**src/rtl/iodly_pkg.sv**
```systemverilog
package iodly_pkg;
  localparam int DLY_W    = 8;
  localparam int COARSE_W = 5;
  localparam int FINE_W   = 3;
  localparam int FINE_MAX = 4;

  typedef logic [DLY_W-1:0]    dly_t;
  typedef logic [COARSE_W-1:0] coarse_t;
  typedef logic [FINE_W-1:0]   fine_t;

  function automatic coarse_t dly_coarse(dly_t v);
    return v[DLY_W-1:FINE_W];
  endfunction

  function automatic fine_t dly_fine(dly_t v);
    fine_t raw;
    raw = v[FINE_W-1:0];
    if (int'(raw) > FINE_MAX) return fine_t'(FINE_MAX);
    return raw;
  endfunction
endpackage

```
**src/rtl/iodly_decode.sv**
```systemverilog
module iodly_decode #(
  parameter int NUM_LANES = 2,
  parameter int IN_PER    = 9,
  parameter int OUT_PER   = 10,
  parameter int CA_NUM    = 32,
  parameter int ADDR_W    = 8,
  parameter int OFS_W     = 5,
  parameter int ENT_W     = 7
) (
  input  logic              clk,
  input  logic              rst_n,
  input  logic              wr_en,
  input  logic [ADDR_W-1:0] wr_addr,
  output logic              ent_hit,
  output logic [ENT_W-1:0]  ent_idx,
  output logic              commit
);
  localparam int GRP_W    = ADDR_W - OFS_W;
  localparam int IN_TOT   = NUM_LANES * IN_PER;
  localparam int OUT_TOT  = NUM_LANES * OUT_PER;
  localparam int CA_GRP   = 2 * NUM_LANES;
  localparam int COMMIT_G = (1 << GRP_W) - 1;

  int grp;
  int ofs;

  always_comb begin
    grp     = int'(wr_addr[ADDR_W-1:OFS_W]);
    ofs     = int'(wr_addr[OFS_W-1:0]);
    ent_hit = 1'b0;
    ent_idx = '0;
    commit  = 1'b0;
    if (wr_en) begin
      if (grp == COMMIT_G) begin
        commit = 1'b1;
      end else if (grp < NUM_LANES) begin
        if (ofs < IN_PER) begin
          ent_hit = 1'b1;
          ent_idx = ENT_W'(grp * IN_PER + ofs);
        end
      end else if (grp < CA_GRP) begin
        if (ofs < OUT_PER) begin
          ent_hit = 1'b1;
          ent_idx = ENT_W'(IN_TOT + (grp - NUM_LANES) * OUT_PER + ofs);
        end
      end else if (grp == CA_GRP) begin
        if (ofs < CA_NUM) begin
          ent_hit = 1'b1;
          ent_idx = ENT_W'(IN_TOT + OUT_TOT + ofs);
        end
      end
    end
  end

  assert_idle_quiet_R9: assert property (@(posedge clk) disable iff (!rst_n)
    !wr_en |-> (!commit && !ent_hit));
  assert_single_action_R6: assert property (@(posedge clk) disable iff (!rst_n)
    !(commit && ent_hit));
endmodule

```
**src/rtl/iodly_store.sv**
```systemverilog
module iodly_store #(
  parameter int ENT_NUM = 70,
  parameter int ENT_W   = 7,
  parameter logic [ENT_NUM*8-1:0] DFLT = '0
) (
  input  logic                 clk,
  input  logic                 rst_n,
  input  logic                 ent_hit,
  input  logic [ENT_W-1:0]     ent_idx,
  input  logic                 commit,
  input  logic [7:0]           wr_data,
  output logic [ENT_NUM*8-1:0] act_flat,
  output logic                 load_pulse
);
  logic [ENT_NUM*8-1:0] stg_flat;
  logic [ENT_NUM*8-1:0] act_q;
  logic                 load_q;

  always_ff @(posedge clk or negedge rst_n) begin
    if (!rst_n) begin
      stg_flat <= DFLT;
      act_q    <= DFLT;
      load_q   <= 1'b0;
    end else begin
      for (int e = 0; e < ENT_NUM; e++) begin
        if (ent_hit && (ent_idx == ENT_W'(e))) stg_flat[e*8 +: 8] <= wr_data;
      end
      if (commit) act_q <= stg_flat;
      load_q <= commit;
    end
  end

  assign act_flat   = act_q;
  assign load_pulse = load_q;

  assert_active_hold_R3: assert property (@(posedge clk) disable iff (!rst_n)
    !commit |=> $stable(act_flat));
  assert_commit_copy_R4: assert property (@(posedge clk) disable iff (!rst_n)
    commit |=> (act_flat == $past(stg_flat)));
  assert_stage_ignore_R6: assert property (@(posedge clk) disable iff (!rst_n)
    !ent_hit |=> $stable(stg_flat));
  assert_load_rise_R8: assert property (@(posedge clk) disable iff (!rst_n)
    commit |=> load_pulse);
  assert_load_idle_R8: assert property (@(posedge clk) disable iff (!rst_n)
    !commit |=> !load_pulse);
endmodule

```
**src/rtl/iodly_split.sv**
```systemverilog
module iodly_split
  import iodly_pkg::*;
#(
  parameter int ENT_NUM = 70
) (
  input  logic [ENT_NUM*DLY_W-1:0]    act_flat,
  output logic [ENT_NUM*COARSE_W-1:0] coarse_flat,
  output logic [ENT_NUM*FINE_W-1:0]   fine_flat
);
  for (genvar e = 0; e < ENT_NUM; e++) begin : g_ent
    assign coarse_flat[e*COARSE_W +: COARSE_W] = dly_coarse(act_flat[e*DLY_W +: DLY_W]);
    assign fine_flat[e*FINE_W +: FINE_W]       = dly_fine(act_flat[e*DLY_W +: DLY_W]);
  end
endmodule

```
**src/rtl/iodly_bank.sv**
```systemverilog
module iodly_bank
  import iodly_pkg::*;
#(
  parameter int   NUM_LANES = 2,
  parameter int   DATA_BITS = 8,
  parameter int   CA_NUM    = 32,
  parameter int   ADDR_W    = 8,
  parameter int   OFS_W     = 5,
  parameter dly_t DFLT_IN   = 8'h3C,
  parameter dly_t DFLT_OUT  = 8'h47,
  parameter dly_t DFLT_CA   = 8'h22
) (
  input  logic                                  clk,
  input  logic                                  rst_n,
  input  logic                                  wr_en,
  input  logic [ADDR_W-1:0]                     wr_addr,
  input  logic [DLY_W-1:0]                      wr_data,
  output logic [NUM_LANES*(DATA_BITS+1)*COARSE_W-1:0] lane_in_coarse,
  output logic [NUM_LANES*(DATA_BITS+1)*FINE_W-1:0]   lane_in_fine,
  output logic [NUM_LANES*(DATA_BITS+2)*COARSE_W-1:0] lane_out_coarse,
  output logic [NUM_LANES*(DATA_BITS+2)*FINE_W-1:0]   lane_out_fine,
  output logic [CA_NUM*COARSE_W-1:0]            ca_coarse,
  output logic [CA_NUM*FINE_W-1:0]              ca_fine,
  output logic                                  dly_load
);
  localparam int IN_PER  = DATA_BITS + 1;
  localparam int OUT_PER = DATA_BITS + 2;
  localparam int IN_TOT  = NUM_LANES * IN_PER;
  localparam int OUT_TOT = NUM_LANES * OUT_PER;
  localparam int ENT_NUM = IN_TOT + OUT_TOT + CA_NUM;
  localparam int ENT_W   = $clog2(ENT_NUM);
  localparam logic [ENT_NUM*DLY_W-1:0] DFLT_VEC =
    {{CA_NUM{DFLT_CA}}, {OUT_TOT{DFLT_OUT}}, {IN_TOT{DFLT_IN}}};

  logic                          ent_hit;
  logic [ENT_W-1:0]              ent_idx;
  logic                          commit;
  logic [ENT_NUM*DLY_W-1:0]      act_flat;
  logic [ENT_NUM*COARSE_W-1:0]   coarse_flat;
  logic [ENT_NUM*FINE_W-1:0]     fine_flat;

  iodly_decode #(
    .NUM_LANES(NUM_LANES), .IN_PER(IN_PER), .OUT_PER(OUT_PER), .CA_NUM(CA_NUM),
    .ADDR_W(ADDR_W), .OFS_W(OFS_W), .ENT_W(ENT_W)
  ) u_decode (
    .clk(clk), .rst_n(rst_n), .wr_en(wr_en), .wr_addr(wr_addr),
    .ent_hit(ent_hit), .ent_idx(ent_idx), .commit(commit)
  );

  iodly_store #(
    .ENT_NUM(ENT_NUM), .ENT_W(ENT_W), .DFLT(DFLT_VEC)
  ) u_store (
    .clk(clk), .rst_n(rst_n), .ent_hit(ent_hit), .ent_idx(ent_idx),
    .commit(commit), .wr_data(wr_data), .act_flat(act_flat), .load_pulse(dly_load)
  );

  iodly_split #(.ENT_NUM(ENT_NUM)) u_split (
    .act_flat(act_flat), .coarse_flat(coarse_flat), .fine_flat(fine_flat)
  );

  assign lane_in_coarse  = coarse_flat[0 +: IN_TOT*COARSE_W];
  assign lane_in_fine    = fine_flat[0 +: IN_TOT*FINE_W];
  assign lane_out_coarse = coarse_flat[IN_TOT*COARSE_W +: OUT_TOT*COARSE_W];
  assign lane_out_fine   = fine_flat[IN_TOT*FINE_W +: OUT_TOT*FINE_W];
  assign ca_coarse       = coarse_flat[(IN_TOT+OUT_TOT)*COARSE_W +: CA_NUM*COARSE_W];
  assign ca_fine         = fine_flat[(IN_TOT+OUT_TOT)*FINE_W +: CA_NUM*FINE_W];

  for (genvar e = 0; e < ENT_NUM; e++) begin : g_chk
    assert_fine_clamp_R7: assert property (@(posedge clk) disable iff (!rst_n)
      int'(fine_flat[e*FINE_W +: FINE_W]) <= FINE_MAX);
  end
endmodule

```
**config.mk**
```make
export PLATFORM = sky130hd
export DESIGN_NAME = iodly_bank
export DESIGN_NICKNAME = d
export VERILOG_FILES = /design/src/rtl/iodly_pkg.sv /design/src/rtl/iodly_decode.sv /design/src/rtl/iodly_store.sv /design/src/rtl/iodly_split.sv /design/src/rtl/iodly_bank.sv
export SDC_FILE = /design/constraint.sdc
export NUM_CORES = 2
export LEC_CHECK = 0
export BUFFER_PORTS_ARGS = -buffer_cell sky130_fd_sc_hd__buf_2
export CAP_MARGIN = 20
export CORE_UTILIZATION = 30
export DETAILED_ROUTE_END_ITERATION = 10
export GPL_TIMING_DRIVEN = 0
export PLACE_DENSITY = 0.52
export RECOVER_POWER = 100
export SLEW_MARGIN = 40
export SYNTH_ARGS = -nofsm -noshare
export SYNTH_HDL_FRONTEND = slang
export SYNTH_SLANG_ARGS = --single-unit
```
**constraint.sdc**
```tcl
create_clock -name clk -period 0.8 [get_ports clk]
set_input_delay 0.08 -clock clk [delete_from_list [all_inputs] [get_ports clk]]
set_output_delay 0.08 -clock clk [all_outputs]
set_load 0.1 [all_outputs]
```
# --- Word-level counts from Yosys, hierarchy flattened ---
# Cells that the tools add are included.
word_totals:
  in_bits: 19
  mem_bits_rw: 0
  n_memories: 0
  elab_cells: 521
  output_inout_bits: 561
  regBits: 1121
  romBits: 0
  latch_bits: 0
op_classes:
  n_addsub: 5
  n_mul: 2
  div_mod_pow: 0
  n_shift: 0
  n_mux: 226
  n_reduce_logical: 71
  order_cmp: 74
  n_eq_ne: 71
  n_bitwise: 0
ops:
  columns: ["operator", "count"]
  rows:
  - ["$mux 3", 140]
  - ["$eq 7x6->1 const B", 32]
  - ["$gt 3x3->1 const B", 70]
  - ["$eq 7x5->1 const B", 16]
  - ["$mux 1", 79]
  - ["$logic_and 1x1->1", 70]
  - ["$eq 7x4->1 const B", 8]
  - ["$mux 7", 7]
  - ["$eq 7x7->1 const B", 6]
  - ["$mul 32x4->6 const B", 1]
  - ["$eq 7x3->1 const B", 4]
  - ["$add 7x6->7", 2]
  - ["$eq 7x2->1 const B", 2]
  - ["$lt 5x4->1 const B", 2]
  - ["$add 6x5->7 const A", 1]
  - ["$add 6x7->7 const A", 1]
  - ["$eq 7x1->1 const B", 1]
  - ["$logic_not 7->1", 1]
  - ["$mul 3x4->7 const B", 1]
  - ["$sub 3x2->4 const B", 1]
  - ["$eq 3x1->1 const B", 1]
  - ["$eq 3x3->1 const B", 1]
  - ["$lt 3x2->1 const B", 1]
  - ["$lt 3x3->1 const B", 1]

# --- Logic depth before layout (Yosys ltp) ---
logic_depth:
  ltp_word: 11
  ltp_mapped: 14

# --- By module ---
# Synthesis repeated with hierarchy kept, for this count alone.
unflattened:
  cells_unflattened: 3147
  area_unflattened_um2: 47520.6
by_module_without_submodules:
  columns: ["module", "seq_area_each_um2", "n_inst", "area_each_um2", "cells_per_inst"]
  rows:
  - ["iodly_store", 28592.4, 1, 42590.8, 2485]
  - ["iodly_split", 0.0, 1, 4116.4, 560]
  - ["iodly_decode", 0.0, 1, 813.3, 102]

# --- Worst setup path before layout ---
# Ideal clock, no wire load.
synth_path:
  path_kind: "input to register"
  start: "in wr_addr[5]"
  end: "reg u_store.stg_flat[104]"
  t_arrival_ps: 3302
  cell_stages: 13
  slack_ps: -2626
  setup_time_ps: 125
  t_required_ps: 675
  path_cell_list: "inv_1 > fa_1 > inv_1 > ha_1 > inv_1 > fa_1 > xor2_1 > o22ai_1 > a21oi_2 > buf_6 > buf_4 > nand4_1 > mux2_2"
synth_via:
  elab_chain_cells: 11
  word_cells_on_any_way: 24
  classes_between: "add/sub: 4; mul: 2; order compare: 2; eq/ne: 3; mux: 12; reduce/logical: 1"
synth_lines:
  columns: ["item", "line_no", "text"]
  rows:
  - ["start: declaration", "iodly_bank.sv:16", "input logic [ADDR_W-1:0] wr_addr,"]
  - ["$sub 3x2->4", "iodly_decode.sv:44", "ent_idx = ENT_W'(IN_TOT + (grp - NUM_LANES) * OUT_PER + ofs);"]
  - ["$mul 32x4->6", "iodly_decode.sv:44", null]
  - ["$add 6x7->7", "iodly_decode.sv:44", null]
  - ["$add 7x6->7", "iodly_decode.sv:44", null]
  - ["$mux 7", "iodly_decode.sv:42", "if (ofs < OUT_PER) begin"]
  - ["$mux 7", "iodly_decode.sv:41", "end else if (grp < CA_GRP) begin"]
  - ["$mux 7", "iodly_decode.sv:36", "end else if (grp < NUM_LANES) begin"]
  - ["$mux 7", "iodly_decode.sv:34", "if (grp == COMMIT_G) begin"]
  - ["$mux 7", "iodly_decode.sv:33", "if (wr_en) begin"]
  - ["$eq 7x4->1", "iodly_store.sv:26", "if (ent_hit && (ent_idx == ENT_W'(e))) stg_flat[e*8 +: 8] <= wr_data;"]
  - ["$logic_and 1x1->1 *", "iodly_store.sv:26", null]
  - ["end signal: indexed assignment", "iodly_store.sv:26", null]
  - ["end: declaration", "iodly_store.sv:15", "logic [ENT_NUM*8-1:0] stg_flat;"]
# Mark *: on every way between the ends. The rest lies on a longest branch, timed or not.
# A chain may end at the register's enable or synchronous reset.

# --- Worst setup path after layout ---
layout_path:
  start: "in wr_addr[6]"
  end: "reg u_store.stg_flat[303]"
layout_via:
  elab_chain_cells: 11
  word_cells_on_any_way: 24
  classes_between: "add/sub: 4; mul: 2; order compare: 2; eq/ne: 3; mux: 12; reduce/logical: 1"
layout_lines:
  columns: ["item", "line_no"]
  rows:
  - ["$sub 3x2->4", "iodly_decode.sv:44"]
  - ["$mul 32x4->6", "iodly_decode.sv:44"]
  - ["$add 6x7->7", "iodly_decode.sv:44"]
  - ["$add 7x6->7", "iodly_decode.sv:44"]
  - ["$mux 7", "iodly_decode.sv:42"]
  - ["$mux 7", "iodly_decode.sv:41"]
  - ["$mux 7", "iodly_decode.sv:36"]
  - ["$mux 7", "iodly_decode.sv:34"]
  - ["$mux 7", "iodly_decode.sv:33"]
  - ["$eq 7x6->1", "iodly_store.sv:26"]
  - ["$logic_and 1x1->1 *", "iodly_store.sv:26"]
# Marked as above.

==> summary.txt <==
Outcome
  – Outcome: finished with violations
  – Failing checks: hold timing, setup timing

Timing
  – Highest clock rate: around 360 MHz
  – Worst slew pin tran: between 1000 and 1500 ps
  – Setup violators final: 2463
  – Final period util: 342.6%
  – Slew Viols, Final: 0
  – Hold slack: -334.8 ps
  – Final Hold Vio Count: 48
  – Clock skew: a little over 30 ps
  – Unrepaired setup endpoints after global routing: yes
  – Min Tclk post-route: roughly 2700 ps
  – Setup ws final: -1941 ps
  – Slew HR: under 10%

Synth
  – Synth Instances: approximately 4300
  – Most frequent cell after synthesis: nand2_1
  – Ys Warns: 0
  – Post-synth top flop: dfrtp_1
  – Synth top area share: between 30% and 40%
  – Synth area leader: dfrtp_1
  – Flops & latches, synth: around 1100
  – Synth cell types: 64
  – Synthesized area per cell: between 10 and 15 µm²
  – Post-Syn Nets: between 4000 and 5000
  – EDFF count, synth: 0
  – Asr flop ratio synth: between 90% and 100%
  – Syn Std Cell Area: around 48000 µm²
  – Most instantiated cells after synthesis: 1684 x nand2_1, 689 x dfrtp_1, 539 x mux2_2
  – Seq/Total Area, Yosys: 59.56%
  – Synth top area cells: dfrtp_1 36%, dfstp_2 24%, nand2_1 13%

Critical path
  – CP arrival: 3420 ps
  – Worst reg-to-reg path cell count: 2
  – Worst setup path class: in -> reg
  – CP startpoint kind: input port
  – Critical Path End Type: flop
  – Worst r2r dst: u_store.act_flat[450]$_DFFE_PN0P_
  – Worst reg2reg startpoint: u_store.act_flat[450]$_DFFE_PN0P_
  – Internal reg-to-reg setup slack: -80 ps
  – Largest fanout on the critical path: 8
  – Critical Path RT: approximately 1500 ps

Die
  – Die span in x: 402.0 µm
  – Row count: 146
  – Die height: 402.0 µm
  – Core Box Area: between 150000 and 200000 µm²
  – Top Ports: slightly below 600
  – Initial Utilization: between 30% and 40%
  – Die ar.: between 150000 and 200000 µm²

Clocking
  – Deepest clock path buffer count: 3
  – Num CTS Buffers: 131
  – Root Driver: clkbuf_16
  – H-tree levels: 4
  – Reg clk slew, reported paths: around 60 ps
  – Clock sink total: ~1100
  – Clk_lat worst skew: ~800 ps
  – Clock tree from TritonCTS: yes

Drt
  – Antenna viol nets, final: 0
  – DR vias/cell: 4.422
  – Final WL: 157200 µm
  – DR pass1 iterations: 5
  – DRT iter0 DRCs: 1619
  – WL/cell: around 21 µm
  – Vias: between 30000 and 40000
  – Residual DRC: 0

Power and ir drop
  – Pwr dens: about 2600 nW/µm²
  – Leakage: roughly 32 nW
  – Clock power share: between 30 and 40%
  – Reg power frac: between 40% and 50%
  – Peak supply drop: between 3000 and 4000 µV
  – Gate power share: a little over a fifth
  – Cell internal pwr: approximately 110 mW
  – Switching pwr: between 50 and 60 mW
  – Switching Share: 33.37%

Final layout
  – Fin nets: 5228
  – Share of cells above drive strength 1: 45.76%
  – Final core occ: about two fifths
  – Syn-to-layout area delta: 27.75%

GRT
  – Met3 usage in global routing: about 4.6%
  – Largest net degree at the start of global routing: about 110
  – GRT Util Overall: between 15 and 20%
  – Gr busiest metal: met2
  – Vias in the first global route: ~33000
  – GRT overflow: 0
  – First-pass GRT wire length: roughly 230000 µm
  – Initial antenna violation count: 21
  – GR Util met2: roughly 31%
  – Met1 Usage GRT: a little over a quarter

Place
  – Routability cong.: 0.7972
  – DP HPWL: 109000 µm
  – IO buf count: about 570

Flow run
  – Max-capacitance violation count: 0

Hold path
  – Worst Hold Class: in -> async
[critical path, cell delays in order]
cell and delay, ps:
buf_12 120, fa_1 540, inv_2 50, ha_4 270, inv_2 40, fa_2 550, o32ai_4 90, mux2_4 310
buf_6 130, a211oi_4 200, buf_6 160, buf_12 130, buf_12 120, buf_12 100, nand4_4 170, mux2_4 360
[kinds of logic (layout without fill, tap and decap cells)]
logic type	count (synthesis)	in the layout	synth area share [%]
AOI/OAI and AO/OA	36	36	0.6203
muxes	563	563	13.33
other	0	5	0
and+or+nand+nor	1942	1942	17.72
buffers and inverters	650	1600	7.952
DFF	1121	1121	59.56
adders and majority gates	26	26	0.7246
xor gates and xnor gates	5	5	0.09124
[power groups by stage]
stage / combinational (mW) / clock (mW) / sequential [mW]
after global routing: 35.5 / 65.0 / 67.0
after floorplan: 26.2 / 0 / 66.1
after global placement: 31.6 / 0 / 67.0
after CTS: 34.3 / 62.7 / 66.3
after detailed placement: 32.8 / 0 / 67.2
final: 33.9 / 60.9 / 66.3
[per-stage QoR]
| stage | power, mW | instances | setup TNS (ps) | cell area [µm²] | setup slack [ps] |
|---|---|---|---|---|---|
| after floorplan | 92.35 | 4343 | -1791790 | 48840 | -2481 |
| after global placement | 98.63 | 6986 | - | 54290 | -25440 |
| after detailed placement | 100.0 | 7023 | -3847520 | 54930 | -3500 |
| after CTS | 163.3 | 7351 | -2305450 | 61010 | -1879 |
| after global routing | 167.5 | 7367 | -3103790 | 61320 | -1987 |
| final | 161.2 | 7370 | -2661450 | 61330 | -1941 |
[worst max path at each step]
stage                          start                                 to  slack [ps]
after floorplan           wr_addr[6]  u_store.stg_flat[480]$_DFFE_PN0P_       -2480
after global placement         rst_n  u_store.act_flat[516]$_DFFE_PN0P_      -25440
after detailed placement  wr_addr[7]   u_store.stg_flat[72]$_DFFE_PN0P_       -3500
after CTS                 wr_addr[6]  u_store.stg_flat[283]$_DFFE_PN0P_       -1880
after global routing      wr_addr[6]  u_store.stg_flat[303]$_DFFE_PN0P_       -1990
final                     wr_addr[6]  u_store.stg_flat[303]$_DFFE_PN0P_       -1940
[layer usage]
layer / routed length, µm / vias up
met1: 72500 / 16510
met2: 73380 / 683
met4: 2449 / 24
met3: 8747 / 174
met5: 172 / -
li1: - / 15200
[state kept, by name (all words and copies together), names as in the netlist]
| name | cells |
|---|---|
| u_store.load_pulse | 1 |
| u_store.act_flat | 560 |
| u_store.stg_flat | 560 |
[cell type report]
type,instances,area [µm²]
Timing Repair Buffer,709,4800
Buffer,630,4135
Tap cell,2072,2592
Fill cell,15750,97240
Sequential cell,1121,28590
Multi-Input combinational cell,2572,16690
Inverter,18,75.07
Clock inverter,45,574.3
Antenna cell,5,12.51
Clock buffer,198,3852
[cells in the final DEF (no fill, tap or decap), types with 19 or more instances in the layout]
cell type and count:
nor2b_1 140, clkbuf_2 49, dfstp_2 432, buf_2 574
buf_12 42, clkbuf_1 237, buf_4 389, ha_1 19
mux2_2 366, buf_6 38, nand2_1 1684, nand4_4 31
mux2_4 195, dfrtp_1 689, clkbuf_8 28, clkbuf_16 134
[repair_timing]
action                      CTS  global route
hold buffers                 12             1
buffers inserted             69            16
setup endpoints to repair  2081          2180
gates cloned                  6             0
resized for setup           151            47
pin swaps                    64             9
hold endpoints to repair    716           297
No activity file was read; power rests on OpenSTA's default activity.
